==> config.mk <==
export PLATFORM = sky130hd
export DESIGN_NAME = pad_rx_cond
export DESIGN_NICKNAME = d
export VERILOG_FILES = /design/src/rtl/pad_rx_cond.sv
export SDC_FILE = /design/constraint.sdc
export NUM_CORES = 1
export LEC_CHECK = 0
export ABC_AREA = 1
export BUFFER_PORTS_ARGS = -buffer_cell sky130_fd_sc_hd__buf_2
export CAP_MARGIN = 10
export CORE_AREA = 4 4 41 43
export DETAILED_ROUTE_END_ITERATION = 10
export DIE_AREA = 0 0 45 47
export MAX_ROUTING_LAYER = met4
export PLACE_DENSITY = 0.41
export SETUP_SLACK_MARGIN = 0.2
export SLEW_MARGIN = 20
export SYNTH_ARGS = -nofsm -noshare
export SYNTH_HDL_FRONTEND = slang
export SYNTH_SLANG_ARGS = --single-unit
export TNS_END_PERCENT = 50
==> constraint.sdc <==
create_clock -name clk -period 1.65 [get_ports clk]
set_input_delay 0.165 -clock clk [delete_from_list [all_inputs] [get_ports clk]]
set_output_delay 0.165 -clock clk [all_outputs]
set_load 0.02 [all_outputs]
==> src/rtl/pad_rx_cond.sv <==
module pad_rx_cond #(
  parameter int FILT_CYCLES = 4
) (
  input  logic clk,
  input  logic rst_n,
  input  logic pad_rx,
  input  logic rx_buf_dis,
  input  logic force_one,
  input  logic filt_sel,
  input  logic inv_en,
  input  logic nat_sync_sel,
  output logic native_rx,
  output logic event_rx,
  output logic rx_readback
);

  localparam int CW = $clog2(FILT_CYCLES + 1);
  localparam logic [CW-1:0] CLAST = CW'(FILT_CYCLES - 1);

  logic          buf_val;
  logic          s1, s2;
  logic          filt_q;
  logic [CW-1:0] cnt;
  logic          sel_st;

  assign buf_val = !rx_buf_dis && (force_one || pad_rx);

  always_ff @(posedge clk or negedge rst_n) begin
    if (!rst_n) begin
      s1 <= 1'b0;
      s2 <= 1'b0;
    end else begin
      s1 <= buf_val;
      s2 <= s1;
    end
  end

  always_ff @(posedge clk or negedge rst_n) begin
    if (!rst_n) begin
      filt_q <= 1'b0;
      cnt    <= '0;
    end else if (s2 == filt_q) begin
      cnt <= '0;
    end else if (cnt == CLAST) begin
      filt_q <= s2;
      cnt    <= '0;
    end else begin
      cnt <= cnt + 1'b1;
    end
  end

  assign sel_st      = filt_sel ? filt_q : s2;
  assign event_rx    = sel_st ^ inv_en;
  assign native_rx   = nat_sync_sel ? event_rx : pad_rx;
  assign rx_readback = sel_st && !rx_buf_dis;

endmodule

==> metrics.md, run 1 <==
| Metric | Value |
|---|---|
| Worst EP required | 1.48 ns |
| Gpl congestion | 0.654 |
| Max-slew violation count | 0 |
| Sequential-to-total area share from yosys stat | 0.522 |
| CP arrival | 1.16 ns |
| Crit path kind | flip-flop to output port |
| Synth Warn # | 0 |
| NetSw | 0.000156 W |
| Largest net degree at the start of global routing | 7 |
| Reg-to-Reg Start | cnt[0] |
| Worst Path Buf+Inv | 1 |
| Startpoint types | flip-flop |
| Crit-path max cell delay | 0.41 ns |
| Clock Power Share | 0.282 |
| CTS tree | done |
| Min-delay src | rx_buf_dis |
| Clock Latency Late Sink | 0.24 ns |
| Final worst path period share | 0.801 |
| Overflow after GRT | 0 |
| Maximum vdd drop | 374 uV |
| Worst Clk Skew | 0.00165 ns |
| Slew headroom | 0.798 |
| Core area | 1300 sq um |
| P_int | 0.000325 W |
| Synthesized area | 288 sq um |
| Reg-to-reg slack, setup | 0.66 ns |
| Total number of vias | 259 |
| Worst slew pin tran | 0.301 ns |
| First-pass GRT wire length | 910 um |
| Synth Instances | 35 |
| Root Buffer | clkbuf_4 |
| Fillcell total | 155 |
| Area Overhead vs Synth | 35.2% |
| Clk pin slew, worst setup/hold paths | 0.04 ns |
| Synth top area share | 0.522 |
| Share of cells above drive strength 1 | 0.286 |
| Final min period | 1.32 ns |
| Post-DRT Antenna Nets | 0 |
| Synth Register Bits | 6 |
| # setup viols final | 0 |
| CP max FO | 4 |
| GR Util All Layers | 0.0696 |
| Nets | 60 |
| Vias in the first global route | 242 |
| Drt pass-1 iters | 2 |
| Power per standard cell area | 1240 nW/um^2 |
| Crit-path leading delay family | flip-flops |
| Min-Delay Path Class | input port to flip-flop |
| Number of cells on the critical path | 4 |
| Max Cap Viol | 0 |
| Post-cts sizing count | 0 |
| Num Clock Sinks | 6 |
| Die Area | 2120 sq um |
| Detailed-route wire length per cell | 9.02 um |
| Reg-to-Reg End | filt_q |
| Setup TNS | 0 ns |
| Max stage delay cell, worst path | dfrtp_1 |
| Crit-path cells | nand2_1 -> nand3_1 -> and2_1 -> buf_2 |
| Final core occ | 0.299 |
| Area of the multi-input gates | 111 sq um |
| DRC viols | 0 |
| Unrepaired setup endpoints after global routing | no |
| Net Sw Frac | 0.325 |
| DP HPWL | 477 um |
| Pre-CTS setup slack | 0.580 ns |
| Achievable frequency | 757 MHz |
| FF-to-FF path depth | 4 |
| Cell taking the most area after synthesis | dfrtp_1 |
| Min Hold Slack | 0.0855 ns |
| Hold-critical path depth | 2 |
| Leakage power | 0.217 nW |
| Total setup buffers inserted after CTS | 0 |
| Sequential power share | 0.428 |
| Hold EP | s1 |
| H-tree Lvls | 1 |
| Synth Net Count | 44 |
| Combinational share of power | 0.289 |
| CP Capture Type | output port |
| Clock Path Buffers | 2 |
| I/O Pins | 11 |
| Detailed Route Iter0 Violations | 1 |
| Initial Utilization | 0.221 |
| Ant diodes | 0 |
| Drt total wl | 577 um |
| Die width | 45 um |
| Die Y | 47 um |
| Ranking of synthesized cells by area | dfrtp_1, nand2_1, inv_1 |
| Hold-fix buffers at CTS | 1 |
| Initial antenna violation count | 0 |
| IO buf count | 10 |
| CTS buffer count | 3 |
| Row cnt | 13 |
| Distinct cells, synth | 11 |
| Post-DR vias/cell | 4.05 |
| Avg Cell Area, Syn | 8.22 sq um |
| Final WS setup | 0.328 ns |
| Final hold viol count | 0 |
| Storage cell area | 150 sq um |
| Status | finished clean |
## area by class of cell
cell class	count	area share
clock buffer	3	0.0579
inverter	7	0.0675
multi-input combinational	22	0.286
sequential	6	0.386
tap	15	0.0482
timing repair buffer	11	0.154
## cells in the final DEF (no fill, tap or decap), drive strengths merged
master       instances
xnor2                1
nor3                 1
nor2                 5
clkbuf               3
dfrtp                6
dlygate4sd3          1
a21oi                1
and2                 1
inv                  7
nand2                8
o21ai                1
nand3                3
ha                   1
buf                 10
## metal layers
| metal | vias to the layer above | part of all wire | global-route usage |
|---|---|---|---|
| met1 | 112 | 0.51 | 0.0759 |
| li1 | 134 | - | - |
| met3 | 0 | 0.099 | 0.0460 |
| met5 | - | 0 | - |
| met4 | 0 | 0 | 0.0702 |
| met2 | 13 | 0.39 | 0.0791 |
## cell usage after synthesis, drive strengths merged
cell type and count:
inv 7, xnor2 1, nor3 1, and2 1, dfrtp 6, ha 1, nand3 3, nand2 8
nor2 5, o21ai 1, a21oi 1
## worst max-delay path by stage
stage | to | startpoint
finish | event_rx | s2
global route | event_rx | s2
floorplan | rx_readback | s2
CTS | event_rx | s2
global placement | event_rx | s2
detailed placement | event_rx | s2
## flip-flops by register name, summed over array words and instances (netlist names)
register / count
s1: 1
filt_q: 1
cnt: 3
s2: 1
## stage by stage
stage	instances	total power, W	instance area (sq um)
final	64	0.000481	389
after global routing	64	0.000520	389
after CTS	64	0.000492	389
after floorplan	35	0.000306	288
after global placement	60	0.000350	357
after detailed placement	60	0.000349	357
## power by group through the flow
| stage | sequential, W | combinational, W | clock, W |
|---|---|---|---|
| 2_1_floorplan | 0.000204 | 0.000102 | 0 |
| 3_3_place_gp | 0.000208 | 0.000143 | 0 |
| 3_5_place_dp | 0.000209 | 0.000140 | 0 |
| 4_1_cts | 0.000207 | 0.000143 | 0.000141 |
| 5_1_grt | 0.000209 | 0.000157 | 0.000154 |
| 6_report | 0.000206 | 0.000139 | 0.000136 |
## cell families (layout without fill, tap and decap cells)
group	after synthesis	count (layout)	share of synthesized area
compound gates	2	2	0.0347
xor+xnor	1	1	0.0304
fa+ha+maj	1	1	0.0435
buf+inv	7	21	0.0913
flops	6	6	0.522
simple gates	18	18	0.278
## worst reg2reg max path: stages (launching register included)
cell     delay (ns)
dfrtp_1        0.37
ha_1           0.15
inv_1          0.05
nor2_1         0.19
o21ai_0        0.11
No activity file was read; power rests on OpenSTA's default activity.
==> run 2, diff against run 1 <==
--- a/config.mk
+++ b/config.mk
@@ -12,7 +12,7 @@
 export DETAILED_ROUTE_END_ITERATION = 10
 export DIE_AREA = 0 0 45 47
 export MAX_ROUTING_LAYER = met4
-export PLACE_DENSITY = 0.41
+export PLACE_DENSITY = 0.42
 export SETUP_SLACK_MARGIN = 0.2
 export SLEW_MARGIN = 20
 export SYNTH_ARGS = -nofsm -noshare
==> constraint.sdc (replaced) <==
create_clock -name clk -period 1.19 [get_ports clk]
set_input_delay 0.119 -clock clk [delete_from_list [all_inputs] [get_ports clk]]
set_output_delay 0.119 -clock clk [all_outputs]
set_load 0.02 [all_outputs]
==> run 2 against run 1 <==
Net effect: the flow now finishes with violations (setup timing); global-route usage up 0.20 points; clock skew rose by 0.0030 ns; clock power is 37% higher; power rose by 67%; critical endpoint unchanged; largest power group is now combinational logic.
==> metrics.md, run 2 (synthesis gave the netlist of run 1 again) <==
| Metric | Value |
|---|---|
| Final hold viol count | 0 (unchanged) |
| Clock Latency Late Sink | 0.25 ns (was 0.24 ns) |
| P_int | 0.000543 W (was 0.000325 W) |
| Clock Power Share | 0.233 (was 0.282) |
| H-tree Lvls | 1 (unchanged) |
| Combinational share of power | 0.408 (was 0.289) |
| Top reg by flops | cnt (unchanged) |
| Worst EP required | 1.07 ns (was 1.48 ns) |
| Final worst path period share | 1.02 |
| Final WS setup | -0.0258 ns (was 0.328 ns) |
| I/O Pins | 11 (unchanged) |
| Die Y | 47 um (unchanged) |
| Maximum vdd drop | 689 uV (was 374 uV) |
| CP max FO | 3 (was 4) |
| Most frequent cells in the layout | buf_2, dfrtp_1, inv_1, nand2_1 (was buf_2, nand2_1, inv_1) |
| Max stage delay cell, worst path | dfrtp_1 (unchanged) |
| Num Clock Sinks | 6 (unchanged) |
| Detailed Route Iter0 Violations | 3 (was 1) |
| Die width | 45 um (unchanged) |
| Ant diodes | 0 (unchanged) |
| DRC viols | 0 (unchanged) |
| Core area | 1300 sq um (unchanged) |
| Commonest non-fill, non-tap cell in the layout | buf_2 (unchanged) |
| Power per standard cell area | 1660 nW/um^2 (was 1240 nW/um^2) |
| Initial antenna violation count | 0 (unchanged) |
| Initial Utilization | 0.221 (unchanged) |
| Max-slew violation count | 0 (unchanged) |
| NetSw | 0.000261 W (was 0.000156 W) |
| Drt pass-1 iters | 2 (unchanged) |
| Setup TNS | -0.0443 ns (was 0 ns) |
| CP Capture Type | output port (unchanged) |
| CTS buffer count | 3 (unchanged) |
| Total number of vias | 278 (was 259) |
| Root Buffer | clkbuf_4 (unchanged) |
| Worst slew pin tran | 0.158 ns (was 0.301 ns) |
| Net Sw Frac | 0.324 (was 0.325) |
| Detailed-route wire length per cell | 8.85 um (was 9.02 um) |
| Unrepaired setup endpoints after global routing | yes (was no) |
| Leakage power | 0.257 nW (was 0.217 nW) |
| Final min period | 1.22 ns |
| Area Overhead vs Synth | 68.3% (was 35.2%) |
| Drt total wl | 602 um (was 577 um) |
| Clk pin slew, worst setup/hold paths | 0.05 ns (was 0.04 ns) |
| First-pass GRT wire length | 1000 um (was 910 um) |
| Status | finished, violations left (was finished clean) |
| Max Cap Viol | 0 (unchanged) |
| Vias in the first global route | 255 (was 242) |
| Hold-critical path depth | 2 (unchanged) |
| # setup viols final | 2 (was 0) |
| DP HPWL | 426 um (was 477 um) |
| Clock Path Buffers | 2 (unchanged) |
| CTS tree | done (unchanged) |
| Post-DRT Antenna Nets | 0 (unchanged) |
| Pre-CTS setup slack | 0.186 ns (was 0.580 ns) |
| Worst Clk Skew | 0.00464 ns (was 0.00165 ns) |
| Max reg flops | 3 (unchanged) |
| Min-Delay Path Class | input port to flip-flop (unchanged) |
| Achievable frequency | 822 MHz |
| GR Util All Layers | 0.0717 (was 0.0696) |
| Post-DR vias/cell | 4.09 (was 4.05) |
| Share of cells above drive strength 1 | 0.547 (was 0.286) |
| FF-to-FF path depth | 4 (unchanged) |
| Nets | 64 (was 60) |
| Overflow after GRT | 0 (unchanged) |
| Sequential power share | 0.359 (was 0.428) |
| IO buf count | 10 (unchanged) |
| Crit-path cells | nand2_2 -> nand3_2 -> and2_4 -> buf_6 (was nand2_1 -> nand3_1 -> and2_1 -> buf_2) |
| Die Area | 2120 sq um (unchanged) |
| Gpl congestion | 0.680 (was 0.654) |
| Startpoint types | flip-flop (unchanged) |
| CP arrival | 1.10 ns (was 1.16 ns) |
| Crit-path max cell delay | 0.40 ns (was 0.41 ns) |
| Slew headroom | 0.894 (was 0.798) |
| Row cnt | 13 (unchanged) |
| Crit path kind | flip-flop to output port (unchanged) |
| Largest net degree at the start of global routing | 7 (unchanged) |
| Failing checks | setup timing |
run 2: final timing paths:
check,to,start,slack [ns]
max in group asynchronous,cnt[0],rst_n,0.82
min reg2reg,s2,s1,0.34
max reg2reg,cnt[1],s2,0.18
max,event_rx,s2,-0.03
min,s1,rx_buf_dis,0.04
min in group asynchronous,s2,rst_n,0.22
run 2: per-stage QoR:
| stage | cell area, sq um | total power (W) | cells | utilization | hold WS, ns |
|---|---|---|---|---|---|
| CTS | 439 | 0.000743 | 66 | 0.338 | 0.0438 |
| global route | 484 | 0.000867 | 68 | 0.372 | 0.0433 |
| global placement | 357 | 0.000482 | 60 | 0.274 | -0.0490 |
| detailed placement | 357 | 0.000484 | 60 | 0.274 | -0.0537 |
| finish | 484 | 0.000804 | 68 | 0.372 | 0.0407 |
| floorplan | 288 | 0.000424 | 35 | - | -0.177 |
run 2: power by group through the flow:
stage,combinational [W],sequential [W],clock [W]
6_report,0.000328,0.000289,0.000187
5_1_grt,0.000364,0.000294,0.000209
4_1_cts,0.000268,0.000285,0.000190
3_5_place_dp,0.000193,0.000291,0
3_3_place_gp,0.000192,0.000289,0
2_1_floorplan,0.000142,0.000283,0
run 2: layout make-up:
class	count	area, sq um
Fill cell	137	817
Timing Repair Buffer	15	109
Multi-Input combinational cell	22	158
Sequential cell	6	150
Inverter	7	26.3
Tap cell	15	18.8
Clock buffer	3	22.5
run 2: routing by layer:
layer | GRT usage | up-vias | wire [um]
met5 | - | - | 0
met4 | 0.0175 | 0 | 6
met3 | 0.0575 | 2 | 52
met2 | 0.0960 | 9 | 298
met1 | 0.0818 | 125 | 245
li1 | - | 142 | -
run 2: critical path, delay by kind of cell (launching register included):
kind	cells	cell delay (ns)
flip-flops	1	0.40
AND/OR/NAND/NOR	3	0.33
buffers and inverters	1	0.12
run 2: timing repair:
action	4_1_cts	5_1_grt
setup endpoints to repair	3	6
gates resized for setup	9	9
gates cloned	0	0
pin swaps	3	8
setup buffers	2	2
endpoints found under the hold margin	6	0
hold buffers	1	0
==> run 3, diff against run 2 <==
==> constraint.sdc (replaced) <==
create_clock -name clk -period 1.1 [get_ports clk]
set_input_delay 0.11 -clock clk [delete_from_list [all_inputs] [get_ports clk]]
set_output_delay 0.11 -clock clk [all_outputs]
set_load 0.02 [all_outputs]
==> run 3 against run 2 <==
Net effect: the flow still finishes with violations (setup timing); critical path depth did not move; die area unchanged; final area down 8.5%; flip-flop and latch count is the same; register-to-register slack got worse by 0.12 ns; global-route usage down 0.17 points; power decreased by 4.5%; clock power is 4% higher; largest cell class is now registers.
==> metrics.md, run 3 (synthesis gave the netlist of run 1 again) <==
| Metric | Value |
|---|---|
| Status | finished, violations left (unchanged) |
| Failing checks | setup timing (unchanged) |
| Vias in the first global route | 238 (was 255) |
| Unrepaired setup endpoints after global routing | yes (unchanged) |
| Pre-CTS setup slack | 0.0800 ns (was 0.186 ns) |
| Worst Clk Skew | 0.00226 ns (was 0.00464 ns) |
| Worst slew pin tran | 0.312 ns (was 0.158 ns) |
| Overflow after GRT | 0 (unchanged) |
| Drt total wl | 572 um (was 602 um) |
| Leakage power | 0.236 nW (was 0.257 nW) |
| Most frequent cells in the layout | inv_1, buf_2, dfrtp_1 (was buf_2, dfrtp_1, inv_1, nand2_1) |
| Final min period | 1.23 ns |
| Crit-path leading delay family | flip-flops (unchanged) |
| Die Y | 47 um (unchanged) |
| Crit-path cells | nand2_2 -> nand3_2 -> and2_4 -> buf_6 (unchanged) |
| Total number of vias | 255 (was 278) |
| Startpoint types | flip-flop (unchanged) |
| Slew headroom | 0.791 (was 0.894) |
| Area Overhead vs Synth | 53.9% (was 68.3%) |
| Largest net degree at the start of global routing | 7 (unchanged) |
| Crit-path max cell delay | 0.40 ns (about the same) |
| Clock Path Buffers | 2 (unchanged) |
| Final core occ | 0.340 (was 0.372) |
| Post-DRT Antenna Nets | 0 (unchanged) |
| Non-Filler Instances | 65 (was 68) |
| Initial antenna violation count | 0 (unchanged) |
| Num Clock Sinks | 6 (unchanged) |
| Placed Area | 360 sq um (was 357 sq um) |
| Gpl congestion | 0.704 (was 0.680) |
| Row cnt | 13 (unchanged) |
| Die Area | 2120 sq um (unchanged) |
| Nets | 61 (was 64) |
| Worst Path Buf+Inv | 1 (unchanged) |
| Initial Utilization | 0.221 (unchanged) |
| I/O Pins | 11 (unchanged) |
| Die width | 45 um (unchanged) |
| Min-Delay Path Class | input port to flip-flop (unchanged) |
| Post-DR vias/cell | 3.92 (was 4.09) |
| CTS tree | done (unchanged) |
| Max reg flops | 3 (unchanged) |
| Clock Latency Late Sink | 0.24 ns (was 0.25 ns) |
| Power per standard cell area | 1730 nW/um^2 (was 1660 nW/um^2) |
| Share of cells above drive strength 1 | 0.480 (was 0.547) |
| Final worst path period share | 1.12 |
| Drt pass-1 iters | 1 (was 2) |
| Achievable frequency | 811 MHz |
| Clk pin slew, worst setup/hold paths | 0.04 ns (was 0.05 ns) |
| Dpl cells | 60 (unchanged) |
| Detailed-route wire length per cell | 8.80 um (was 8.85 um) |
| Crit path kind | flip-flop to output port (unchanged) |
| Detailed Route Iter0 Violations | 0 (was 3) |
| CP max FO | 3 (unchanged) |
| CTS buffer count | 3 (unchanged) |
| CP arrival | 1.12 ns (was 1.10 ns) |
| Setup TNS | -0.239 ns (was -0.0443 ns) |
| Top reg by flops | cnt (unchanged) |
| CP Capture Type | output port (unchanged) |
| # setup viols final | 3 (was 2) |
| Final WS setup | -0.132 ns (was -0.0258 ns) |
| Max stage delay cell, worst path | dfrtp_1 (unchanged) |
| Max-slew violation count | 0 (unchanged) |
| Design area | 443 sq um (was 484 sq um) |
| Maximum vdd drop | 744 uV (was 689 uV) |
| Final hold viol count | 0 (unchanged) |
| Core area | 1300 sq um (unchanged) |
| H-tree Lvls | 1 (unchanged) |
| Root Buffer | clkbuf_4 (unchanged) |
| DRC viols | 0 (unchanged) |
| DP HPWL | 423 um (was 426 um) |
| Max Cap Viol | 0 (unchanged) |
| Ant diodes | 0 (unchanged) |
| First-pass GRT wire length | 972 um (was 1000 um) |
| Worst EP required | 0.99 ns (was 1.07 ns) |
| IO buf count | 10 (unchanged) |
| GR Util All Layers | 0.0700 (was 0.0717) |
[run 3: cell types whose count changed in the layout (fill, tap and decap cells not counted), sizes merged]
cell | before | now
buf | 14 | 11
[run 3: per-stage QoR]
stage | hold WS, ns | total power, W
3_3_place_gp | -0.0599 | 0.000529
3_5_place_dp | -0.0620 | 0.000529
6_report | 0.0595 | 0.000768
4_1_cts | 0.0466 | 0.000773
2_1_floorplan | -0.186 | 0.000462
5_1_grt | 0.0412 | 0.000841
[run 3: final timing paths]
path,start,to,slack [ns],cells past startpoint
min in group asynchronous,rst_n,cnt[0],0.22,2
hold reg to reg,s1,s2,0.35,0
setup / recovery,filt_q,event_rx,-0.13,4
max in group asynchronous,rst_n,filt_q,0.74,2
hold / removal,rx_buf_dis,s1,0.06,2
setup reg to reg,s2,cnt[1],0.06,3
[run 3: area by class of cell]
type	instances	area [sq um]
repair buffers	12	82.6
fillers	155	858
inverters	7	26.3
well taps	15	18.8
multi-input cells	22	143
clock buffers	3	22.5
flip-flops and latches	6	150
[run 3: power breakdown]
part | total (W) | internal, W | switching (W)
sequential | 0.000310 | 0.000276 | 0.0000341
clock | 0.000194 | 0.000123 | 0.0000712
combinational | 0.000263 | 0.000122 | 0.000142
[run 3: what timing repair did]
action                                  4_1_cts  5_1_grt
hold buffers                                  1        0
gates resized for setup                       9        4
cloned                                        0        0
setup buffers                                 1        0
hold endpoints to repair                      6        0
pin swaps                                     3        5
endpoints found under the setup margin        7        7
[run 3: metal layers]
metal / wire length, um / track usage / up-vias / share of wire
met3: 24 / 0.0345 / 0 / 0.042
met5: 0 / - / - / 0
met4: 0 / 0.0526 / 0 / 0
met2: 309 / 0.110 / 5 / 0.54
met1: 238 / 0.0653 / 114 / 0.42
li1: - / - / 136 / -
